<file path="config.mk">
export PLATFORM = sky130hd
export DESIGN_NAME = instr_seq
export DESIGN_NICKNAME = d
export VERILOG_FILES = /design/src/rtl/seq_pkg.sv /design/src/rtl/seq_pc.sv /design/src/rtl/seq_ir.sv /design/src/rtl/seq_ctrl.sv /design/src/rtl/instr_seq.sv
export SDC_FILE = /design/constraint.sdc
export NUM_CORES = 1
export LEC_CHECK = 0
export BUFFER_PORTS_ARGS = -buffer_cell sky130_fd_sc_hd__buf_2
export CAP_MARGIN = 10
export CORE_MARGIN = 2
export CORE_UTILIZATION = 45
export CTS_CLUSTER_DIAMETER = 60
export DETAILED_ROUTE_END_ITERATION = 10
export PLACE_DENSITY = 0.72
export SLEW_MARGIN = 25
export SYNTH_ARGS = -nofsm -noshare
export SYNTH_HDL_FRONTEND = slang
export SYNTH_SLANG_ARGS = --single-unit
</file>
<file path="constraint.sdc">
create_clock -name clk -period 4.4 [get_ports clk]
set_clock_uncertainty 0.15 [all_clocks]
set_input_delay 1.1 -clock clk [delete_from_list [all_inputs] [get_ports clk]]
set_output_delay 1.1 -clock clk [all_outputs]
set_load 0.02 [all_outputs]
</file>
<file path="src/rtl/seq_pkg.sv">
package seq_pkg;

  typedef enum logic [2:0] {
    ST_FETCH_HI = 3'd0,
    ST_FETCH_LO = 3'd1,
    ST_OPERAND  = 3'd2,
    ST_EXEC     = 3'd3,
    ST_WRITE_A  = 3'd4,
    ST_WRITE_B  = 3'd5,
    ST_HALT     = 3'd6
  } seq_state_e;

  localparam logic [4:0] OPC_NOP  = 5'h00;
  localparam logic [4:0] OPC_HALT = 5'h1F;

  // Operand byte needed: memory or immediate source, or memory destination.
  function automatic logic needs_operand(input logic [1:0] src_type,
                                         input logic dst_type);
    return (src_type == 2'b01) || (src_type == 2'b10) || dst_type;
  endfunction

  // Other half of a register pair.
  function automatic logic [2:0] pair_partner(input logic [2:0] addr);
    return {addr[2:1], ~addr[0]};
  endfunction

endpackage

</file>
<file path="src/rtl/seq_pc.sv">
module seq_pc #(
  parameter int AW = 16
) (
  input  logic          clk,
  input  logic          rst_n,
  input  logic          inc,
  output logic [AW-1:0] pc
);

  always_ff @(posedge clk or negedge rst_n) begin
    if (!rst_n) pc <= '0;
    else if (inc) pc <= pc + 1'b1;
  end


  pc_step_chk: assert property (@(posedge clk) disable iff (!rst_n)
    inc |=> pc == $past(pc) + 1'b1);


  pc_hold_chk: assert property (@(posedge clk) disable iff (!rst_n)
    !inc |=> $stable(pc));

endmodule

</file>
<file path="src/rtl/seq_ir.sv">
module seq_ir #(
  parameter int DW = 8
) (
  input  logic            clk,
  input  logic            rst_n,
  input  logic [DW-1:0]   din,
  input  logic            ld_hi,
  input  logic            ld_lo,
  input  logic            ld_opnd,
  output logic [2*DW-1:0] ir,
  output logic [DW-1:0]   opnd
);

  always_ff @(posedge clk or negedge rst_n) begin
    if (!rst_n) begin
      ir   <= '0;
      opnd <= '0;
    end else begin
      if (ld_hi)   ir[2*DW-1:DW] <= din;
      if (ld_lo)   ir[DW-1:0]    <= din;
      if (ld_opnd) opnd          <= din;
    end
  end


  ir_one_load_chk: assert property (@(posedge clk) disable iff (!rst_n)
    $countones({ld_hi, ld_lo, ld_opnd}) <= 1);

endmodule

</file>
<file path="src/rtl/seq_ctrl.sv">
module seq_ctrl
  import seq_pkg::*;
#(
  parameter int         DW          = 8,
  parameter logic [4:0] WIDE_OPCODE = 5'h03
) (
  input  logic          clk,
  input  logic          rst_n,
  input  logic [DW-1:0] ir_hi,
  input  logic [2:0]    dst_addr,
  output seq_state_e    state,
  output logic          mem_rd,
  output logic          ld_hi,
  output logic          ld_lo,
  output logic          ld_opnd,
  output logic          alu_go,
  output logic          rf_we,
  output logic [2:0]    rf_waddr
);

  // Decoded fields from the high instruction byte.
  logic [4:0] opcode;
  logic [1:0] src_type;
  logic       dst_mem;
  logic       is_nop, is_halt, is_wide, want_opnd;

  assign opcode    = ir_hi[DW-1:DW-5];
  assign src_type  = ir_hi[2:1];
  assign dst_mem   = ir_hi[0];
  assign is_nop    = (opcode == OPC_NOP);
  assign is_halt   = (opcode == OPC_HALT);
  assign is_wide   = (opcode == WIDE_OPCODE);
  assign want_opnd = needs_operand(src_type, dst_mem);

  seq_state_e nxt;

  always_comb begin
    nxt = state;
    unique case (state)
      ST_FETCH_HI: nxt = ST_FETCH_LO;
      ST_FETCH_LO: begin
        if (is_nop)         nxt = ST_FETCH_HI;
        else if (is_halt)   nxt = ST_HALT;
        else if (want_opnd) nxt = ST_OPERAND;
        else                nxt = ST_EXEC;
      end
      ST_OPERAND:  nxt = ST_EXEC;
      ST_EXEC:     nxt = dst_mem ? ST_FETCH_HI : ST_WRITE_A;
      ST_WRITE_A:  nxt = is_wide ? ST_WRITE_B : ST_FETCH_HI;
      ST_WRITE_B:  nxt = ST_FETCH_HI;
      ST_HALT:     nxt = ST_HALT;
      default:     nxt = ST_FETCH_HI;
    endcase
  end

  always_ff @(posedge clk or negedge rst_n) begin
    if (!rst_n) state <= ST_FETCH_HI;
    else        state <= nxt;
  end

  assign ld_hi    = (state == ST_FETCH_HI);
  assign ld_lo    = (state == ST_FETCH_LO);
  assign ld_opnd  = (state == ST_OPERAND);
  assign mem_rd   = ld_hi | ld_lo | ld_opnd;
  assign alu_go   = (state == ST_EXEC);
  assign rf_we    = (state == ST_WRITE_A) || (state == ST_WRITE_B);
  assign rf_waddr = (state == ST_WRITE_B) ? pair_partner(dst_addr) : dst_addr;


  fetch_pair_chk: assert property (@(posedge clk) disable iff (!rst_n)
    state == ST_FETCH_HI |=> state == ST_FETCH_LO);


  halt_hold_chk: assert property (@(posedge clk) disable iff (!rst_n)
    state == ST_HALT |=> state == ST_HALT && !mem_rd);


  exec_once_chk: assert property (@(posedge clk) disable iff (!rst_n)
    alu_go |=> !alu_go);


  write_after_exec_chk: assert property (@(posedge clk) disable iff (!rst_n)
    state == ST_WRITE_A |-> $past(alu_go));


  pair_write_chk: assert property (@(posedge clk) disable iff (!rst_n)
    state == ST_WRITE_B |-> $past(state) == ST_WRITE_A && rf_waddr != $past(rf_waddr));


  strobe_excl_chk: assert property (@(posedge clk) disable iff (!rst_n)
    $onehot0({mem_rd, alu_go, rf_we}));

endmodule

</file>
<file path="src/rtl/instr_seq.sv">
module instr_seq
  import seq_pkg::*;
#(
  parameter int         AW          = 16,
  parameter int         DW          = 8,
  parameter logic [4:0] WIDE_OPCODE = 5'h03
) (
  input  logic            clk,
  input  logic            rst_n,
  input  logic [DW-1:0]   mem_rdata,
  output logic [AW-1:0]   mem_addr,
  output logic            mem_rd,
  output logic [2*DW-1:0] ir_out,
  output logic [DW-1:0]   opnd_out,
  output logic            alu_go,
  output logic            rf_we,
  output logic [2:0]      rf_waddr,
  output logic [2:0]      state_out,
  output logic            halted
);

  localparam int IW = 2 * DW;

  seq_state_e state;
  logic       ld_hi, ld_lo, ld_opnd;
  logic [IW-1:0] ir;

  seq_ctrl #(.DW(DW), .WIDE_OPCODE(WIDE_OPCODE)) u_ctrl (
    .clk      (clk),
    .rst_n    (rst_n),
    .ir_hi    (ir[IW-1:DW]),
    .dst_addr (ir[4:2]),
    .state    (state),
    .mem_rd   (mem_rd),
    .ld_hi    (ld_hi),
    .ld_lo    (ld_lo),
    .ld_opnd  (ld_opnd),
    .alu_go   (alu_go),
    .rf_we    (rf_we),
    .rf_waddr (rf_waddr)
  );

  seq_pc #(.AW(AW)) u_pc (
    .clk   (clk),
    .rst_n (rst_n),
    .inc   (mem_rd),
    .pc    (mem_addr)
  );

  seq_ir #(.DW(DW)) u_ir (
    .clk     (clk),
    .rst_n   (rst_n),
    .din     (mem_rdata),
    .ld_hi   (ld_hi),
    .ld_lo   (ld_lo),
    .ld_opnd (ld_opnd),
    .ir      (ir),
    .opnd    (opnd_out)
  );

  assign ir_out    = ir;
  assign state_out = state;
  assign halted    = (state == ST_HALT);


  halt_addr_chk: assert property (@(posedge clk) disable iff (!rst_n)
    halted |=> halted && $stable(mem_addr));

endmodule

</file>
# == Word-level counts from Yosys, hierarchy flattened ==
# Cells that the tools add are included.
# classes
addsub,1
n_mul,0
div,0
n_lt_le_gt_ge,0
n_eq_ne,10
n_shift,0
mux,7
n_bitwise,3
n_reduce_logical,5
# op_table
operator,count
$pmux W3 S6,1
$add A16 B1 Y16 const B,1
$mux W3,4
$eq A3 B3 Y1 const B,3
$eq A3 B2 Y1 const B,2
$eq A5 B2 Y1 const B,1
$eq A5 B5 Y1 const B,1
$logic_not A5 Y1,1
$eq A3 B1 Y1 const B,1
$logic_not A3 Y1,1
$logic_or A1 B1 Y1,3
$eq A2 B1 Y1 const B,1
$eq A2 B2 Y1 const B,1
$mux W1,2
$or A1 B1 Y1,2
$not A1 Y1,1
# word_totals
register_bits,43
latch_bits,0
mem_bits_rw,0
romBits,0
output_inout_bits,50
n_memories,0

# == Longest topological paths before layout ==
# Gate-level depths: netlist (run 1).
# depth
word_depth,7
mapped_depth,6
ltp_nobuf,5

# == Modules after synthesis ==
# A second synthesis (run 1) with hierarchy kept.
# unflattened
hier_cells,141
hier_area_um2,1991.9
# by_module_without_submodules
mod,instances,cells_per_inst,area_per_inst_um2,seq_area_each_um2
seq_ir,1,51,994.7,600.6
seq_pc,1,56,695.7,400.4
seq_ctrl,1,33,292.8,75.1
instr_seq,1,1,8.8,0.0

# == Least setup slack after synthesis (run 1) ==
# Ideal clock, no wire load.
# synth_path
kind,reg-to-output
startpoint,reg u_ctrl.state[2]
endpoint,out rf_waddr[0]
t_arrival_ns,1.569
required_time_ns,3.150
setup_slack_ns,1.581
stages_incl_launch_ff,6
n_path_buf,1
path_cell_list,dfrtp_1 buf_2 inv_1 nor2_1 nand2_1 xnor2_1
# synth_between
elab_chain_cells,2
# synth_lines
item,line_no,source
from (decl),seq_ctrl.sv:11,"output seq_state_e state,"
from (signal assigned),seq_ctrl.sv:58,else state <= nxt;
$eq A3 B3 Y1,seq_ctrl.sv:67,assign rf_waddr = (state == ST_WRITE_B) ? pair_partner(dst_addr) : dst_addr;
$mux W1,seq_ctrl.sv:67,
to (decl),instr_seq.sv:17,"output logic [2:0] rf_waddr,"
# Every way passes these cells.

# == Worst setup path after layout (run 1) ==
# layout_path
startpoint,reg u_ctrl.state[1]
endpoint,out mem_rd
# layout_between
elab_chain_cells,3
# layout_lines
item,line_no,source
$eq A3 B1 Y1 / $logic_not A3 Y1 (equally long branches),"seq_ctrl.sv:62, seq_ctrl.sv:61",
$or A1 B1 Y1,seq_ctrl.sv:64,assign mem_rd = ld_hi | ld_lo | ld_opnd;
$or A1 B1 Y1 (*),seq_ctrl.sv:64,
to (decl),instr_seq.sv:12,"output logic mem_rd,"
# Every way passes the cells marked *; elsewhere a longest branch is shown, timed or not.

==> run_results.csv, run 1 <==
group,metric,value,unit
power_and_ir_drop,p_sw,751,uW
layout,fill_cells,360,
sta,relSlewSlack,0.457,
clock_network,cts_made_buffers,5,
global_route,grt_max_degree,44,
floorplanning,start_util,0.467,
clock_network,cts_sinks,43,
sta,hold_viol,0,
global_route,grt_overflow,0,
sta,slew_viol_final,0,
sta,fmax,355,MHz
synth,synth_edf_count,0,
clock_network,tritoncts,"yes",
floorplanning,die_w,68.2,um
worst_setup_path,worstPathRequired,3.15,ns
detailed_routing,drcViolationCount,0,
synth,syn_nets,154,
layout,final_nets,214,
synth,ys.warnings.count,0,
synth,ys_types,29,
detailed_routing,vias,1294,
detailed_routing,avgViaCountPerCell,5.11,
sta,timing.final.crit_share,0.640,
worst_setup_path,r2r_cells,2,
synth,synth_top_cell_area_share,0.580,
sta,setup_violations,0,
run_status,status,"finished clean",
power_and_ir_drop,swShare,0.424,
clock_network,clk_transition_reported_paths,0.07,ns
clock_network,cts_resized,0,
min_path,min-delay-start,"u_pc.pc[15]",
floorplanning,chipHeight,68.2,um
global_route,antenna_found_initial,0,
worst_setup_path,rr_startpoint,"u_ctrl.state[0]",
layout,n_antenna_cell,0,
sta,hold_slack,0.324,ns
power_and_ir_drop,clockPowerShare,0.138,
sta,fin_tns_setup,0,ns
floorplanning,design.die.area,4650,um^2
power_and_ir_drop,power_frac_seq,0.394,
layout,layout-drive-gt1-share,0.468,
min_path,holdPathEnd,"u_pc.pc[15]",
floorplanning,io_pins,60,
sta,rsz0062_at_grt,"false",
place,placed_cell_area,2160,um^2
global_route,grt_usage,0.166,
synth,synth_seq_cells,43,
synth,seq_area_frac_synth,0.580,
sta,tightest_slew,0.812,ns
clock_network,cts_root_buffer,"clkbuf_8",
place,port-buffer-count,59,
layout,final_area,2250,um^2
detailed_routing,final_antenna_net_count,0,
worst_setup_path,worstPathArrival,1.57,ns
detailed_routing,first_iter_violations,75,
clock_network,cts_setup_buffers,0,
floorplanning,fp-row-count,23,
power_and_ir_drop,power_frac_comb,0.469,
detailed_routing,wl,3480,um
worst_setup_path,critical_path_class,"flop to output pin",
worst_setup_path,r2r-end,"u_ir.ir[2]",
worst_setup_path,startpoint_type,"flop",
synth,yosysTopAreaCell,"dfrtp_1",
min_path,hold_class,"flop to flop",
synth,synth_area_leaders,"dfrtp_1 58%, mux2_2 14%, xnor2_1 5.7%",
synth,async_flop_share,1.00,
power_and_ir_drop,irDropWorstVdd,387,uV
synth,postSynthCellCount,143,
clock_network,h-tree-depth,2,
worst_setup_path,crit_path_end_kind,"output pin",
layout,area_growth,21.6,%
sta,period_minus_slack,2.82,ns
global_route,grt_pass1_vias,1244,
clock_network,clk_latency,0.29,ns
clock_network,ctsHoldBuffers,0,
floorplanning,core-area,3970,um^2
synth,synthTopCellsByCount,"43 x dfrtp_1, 23 x mux2_2, 14 x nand2_1",
power_and_ir_drop,p_leak,1.11,nW
place,place.gp.congestion,0.729,
synth,netlist_area,1850,um^2
min_path,hold_depth,1,
worst_setup_path,r2r_setup_slack,2.49,ns
place,hpwl,2580,um
detailed_routing,wire_per_inst,13.8,um
worst_setup_path,critical_path_peak_fanout,11,
detailed_routing,dr.pass1.iters,4,
power_and_ir_drop,p_per_area,786,nW/um^2
job,drv_cap,0,
clock_network,cts_buffer_depth,2,
global_route,grt_first_pass_wirelength,5600,um
synth,synth.avg_cell_area,13.0,um^2
synth,synth_most_common_cell,"dfrtp_1",
power_and_ir_drop,intPower,1.02,mW
synth,synthFlopType,"dfrtp_1",
critical path, stage by stage, from the launching register on:
cell and delay [ns]:
dfrtp_1 0.53, a21o_1 0.41, inv_1 0.14, buf_2 0.19
worst max-delay path by stage:
stage / from / to / depth (start not counted)
after floorplan: u_ctrl.state[2] / rf_waddr[0] / 5
after global placement: u_ctrl.state[1] / mem_rd / 3
after detailed placement: u_ctrl.state[1] / mem_rd / 3
after CTS: u_ctrl.state[1] / mem_rd / 3
after global routing: u_ctrl.state[1] / mem_rd / 3
final: u_ctrl.state[1] / mem_rd / 3
layer usage:
| layer | wire, um | share of wire | track usage | vias to the layer above |
|---|---|---|---|---|
| li1 | - | - | - | 609 |
| met4 | 58 | 0.017 | 0.0825 | 0 |
| met3 | 234 | 0.067 | 0.0411 | 7 |
| met1 | 1600 | 0.46 | 0.215 | 626 |
| met2 | 1580 | 0.46 | 0.260 | 52 |
| met5 | 0 | 0 | 0 | - |
power groups by stage:
stage | Sequential (mW) | Clock (mW) | Combinational (mW)
floorplan | 0.862 | 0 | 0.444
global placement | 0.699 | 0 | 0.822
detailed placement | 0.707 | 0 | 0.841
CTS | 0.699 | 0.254 | 0.844
global route | 0.724 | 0.277 | 0.897
finish | 0.698 | 0.244 | 0.830
cells in the final DEF (no fill, tap or decap), types with 2 or more instances in the layout:
| cell | netlist | layout |
|---|---|---|
| mux2_2 | 23 | 23 |
| a21oi_1 | 2 | 2 |
| inv_1 | 3 | 3 |
| dfrtp_1 | 43 | 43 |
| nand2_1 | 14 | 14 |
| nand4_1 | 3 | 3 |
| xor2_1 | 5 | 5 |
| buf_2 | 2 | 58 |
| nand3_1 | 6 | 6 |
| nor2_1 | 4 | 4 |
| nor3_1 | 3 | 3 |
| xnor2_1 | 12 | 12 |
| nor4_4 | 2 | 2 |
| and3_1 | 3 | 3 |
| clkbuf_8 | 0 | 6 |
| o22ai_1 | 2 | 2 |
sequential cells by signal, summed over array words and instances, names as in the netlist:
| register | count |
|---|---|
| u_ir.ir | 16 |
| u_ir.opnd | 8 |
| u_ctrl.state | 3 |
| u_pc.pc | 16 |
cell families (layout without fill, tap and decap cells):
kind of cell	after synthesis	in the layout	synth area share
buffers and inverters	9	69	0.0317
AND/OR/NAND/NOR	42	42	0.134
AO/OA/AOI/OAI	8	8	0.0270
adder cells (fa/ha/maj)	1	1	0.00675
flip-flops	43	43	0.580
XOR/XNOR	17	17	0.0803
multiplexers	23	23	0.140
final cells by class:
| class | count | area, um^2 | area share |
|---|---|---|---|
| multi-input cells | 91 | 719 | 0.319 |
| repair buffers | 59 | 298 | 0.132 |
| well taps | 50 | 62.6 | 0.0277 |
| clock inverters | 1 | 5.00 | 0.00222 |
| clock buffers | 6 | 82.6 | 0.0366 |
| flip-flops and latches | 43 | 1080 | 0.477 |
| inverters | 3 | 11.3 | 0.00499 |
through the flow:
stage,total power [mW],instances,worst slack [ns],utilization
2_1_floorplan,1.31,143,1.58,-
3_3_place_gp,1.52,246,1.93,0.545
3_5_place_dp,1.55,246,1.89,0.545
4_1_cts,1.80,253,1.56,0.567
5_1_grt,1.90,253,1.50,0.568
6_report,1.77,253,1.58,0.568
Note: power is estimated with default switching activity, not from simulation.
==> inputs of run 2 (changes only) <==
--- a/config.mk
+++ b/config.mk
@@ -11,7 +11,7 @@
 export CORE_UTILIZATION = 45
 export CTS_CLUSTER_DIAMETER = 60
 export DETAILED_ROUTE_END_ITERATION = 10
-export PLACE_DENSITY = 0.72
+export PLACE_DENSITY = 0.75
 export SLEW_MARGIN = 25
 export SYNTH_ARGS = -nofsm -noshare
 export SYNTH_HDL_FRONTEND = slang
==> constraint.sdc (replaced) <==
create_clock -name clk -period 2.4 [get_ports clk]
set_clock_uncertainty 0.15 [all_clocks]
set_input_delay 0.6 -clock clk [delete_from_list [all_inputs] [get_ports clk]]
set_output_delay 0.6 -clock clk [all_outputs]
set_load 0.02 [all_outputs]
==> run_results.csv, run 2 (synthesized netlist as in run 1, its figures left out) <==
group,metric,value,unit
min_path,hold_class,"input pin to asynchronous set/reset pin",
place,port-buffer-count,59,
worst_setup_path,critical_path_class,"flop to output pin",
power_and_ir_drop,power_frac_comb,0.471,
detailed_routing,first_iter_violations,81,
global_route,grt_first_pass_wirelength,5440,um
detailed_routing,vias,1295,
power_and_ir_drop,p_leak,1.11,nW
layout,final_common_cell,"buf_2",
sta,fmax,446,MHz
worst_setup_path,crit_path_end_kind,"output pin",
floorplanning,fp-row-count,23,
clock_network,h-tree-depth,2,
global_route,grt_overflow,0,
floorplanning,core-area,3970,um^2
power_and_ir_drop,p_per_area,1440,nW/um^2
sta,slew_viol_final,0,
power_and_ir_drop,clockPowerShare,0.135,
floorplanning,start_util,0.467,
place,place_ws,0.402,ns
sta,relSlewSlack,0.546,
layout,layout-drive-gt1-share,0.476,
floorplanning,io_pins,60,
sta,setup_violations,0,
worst_setup_path,worstPathRequired,1.65,ns
worst_setup_path,startpoint_type,"flop",
clock_network,cts_sinks,43,
detailed_routing,final_antenna_net_count,0,
power_and_ir_drop,power,3.25,mW
clock_network,clk_transition_reported_paths,0.08,ns
sta,tightest_slew,0.677,ns
clock_network,cts_buffer_depth,2,
layout,top_regs,"u_ir.ir x16, u_pc.pc x16, u_ir.opnd x8",
sta,timing.final.crit_share,0.934,
power_and_ir_drop,power_frac_seq,0.393,
global_route,grt_usage,0.160,
clock_network,tritoncts,"yes",
detailed_routing,drcViolationCount,0,
sta,fin_tns_setup,0,ns
layout,final_nets,216,
detailed_routing,dr.pass1.iters,4,
power_and_ir_drop,irDropWorstVdd,859,uV
layout,layout_common_cells,"59 x buf_2, 43 x dfrtp_1, 23 x mux2_2",
power_and_ir_drop,intPower,1.86,mW
layout,n_antenna_cell,0,
floorplanning,chipHeight,68.2,um
sta,worst_slack,0.158,ns
place,place.gp.congestion,0.863,
floorplanning,design.die.area,4650,um^2
job,drv_cap,0,
sta,hold_slack,0.204,ns
global_route,grt_max_degree,44,
place,hpwl,2520,um
sta,rsz0062_at_grt,"false",
global_route,grt_pass1_vias,1200,
power_and_ir_drop,p_sw,1.39,mW
clock_network,clk_latency,0.29,ns
worst_setup_path,critical_path_peak_fanout,7,
sta,period_minus_slack,2.24,ns
detailed_routing,avgViaCountPerCell,5.06,
detailed_routing,wl,3410,um
global_route,antenna_found_initial,0,
run_status,status,"finished clean",
detailed_routing,wire_per_inst,13.3,um
sta,hold_viol,0,
clock_network,cts_made_buffers,5,
power_and_ir_drop,swShare,0.427,
worst_setup_path,worstPathArrival,1.49,ns
clock_network,cts_root_buffer,"clkbuf_8",
floorplanning,die_w,68.2,um
layout,area_growth,22.2,%
run 2: cell types whose count changed in the layout (fill, tap and decap cells not counted):
cell / previous run / this run
a21o_1: 1 / 0
clkinvlp_4: 0 / 1
clkbuf_8: 6 / 5
buf_2: 58 / 59
a21o_2: 0 / 1
clkbuf_1: 0 / 1
buf_4: 1 / 2
run 2: path summary, 6_finish.rpt:
| check | to | depth (start not counted) | from | slack, ns |
|---|---|---|---|---|
| max in group asynchronous | u_pc.pc[15] | 2 | rst_n | 1.53 |
| hold / removal | u_ir.opnd[4] | 2 | rst_n | 0.20 |
| setup reg to reg | u_ir.opnd[5] | 3 | u_ctrl.state[1] | 0.50 |
| setup / recovery | rf_waddr[0] | 5 | u_ctrl.state[2] | 0.16 |
| min in group clk | u_pc.pc[15] | 1 | u_pc.pc[15] | 0.33 |
| hold reg to reg | u_pc.pc[15] | 1 | u_pc.pc[15] | 0.33 |
run 2: cell type report:
type                    instances  area (um^2)
fillers                       346         1710
flip-flops and latches         43         1080
multi-input cells              91          721
repair buffers                 61          310
clock buffers                   6         72.6
well taps                      50         62.6
clock inverters                 2         12.5
inverters                       3         11.3
run 2: through the flow:
step	util	area (um^2)	cells
global route	0.571	2270	256
finish	0.571	2270	256
detailed placement	0.549	2180	248
CTS	0.570	2260	256
global placement	0.549	2180	248
floorplan	-	1850	143
run 2: per-layer routing:
layer  vias to the layer above  GRT usage  wire [um]  part of all wire
li1                        611          -          -                 -
met1                       633      0.211       1610              0.47
met2                        48      0.255       1540              0.45
met3                         3     0.0411        239             0.070
met4                         0     0.0600         28            0.0082
met5                         -          0          0                 0
run 2: what timing repair did:
item	CTS	global route
resized for setup	0	1
hold buffers	0	0
setup buffers	0	0
setup endpoints to repair	0	1
run 2: worst max-delay path, cell delays in order, from the launching register on:
cell and delay (ns):
dfrtp_1 0.50, inv_1 0.17, nor2_1 0.14, nand2_1 0.08, xnor2_1 0.13, buf_2 0.18
run 2: power by group through the flow:
stage	Sequential [mW]	Clock [mW]	Combinational, mW
after floorplan	1.58	0	0.814
after global placement	1.28	0	1.53
after detailed placement	1.29	0	1.55
after CTS	1.28	0.458	1.56
after global routing	1.33	0.491	1.66
final	1.28	0.440	1.53
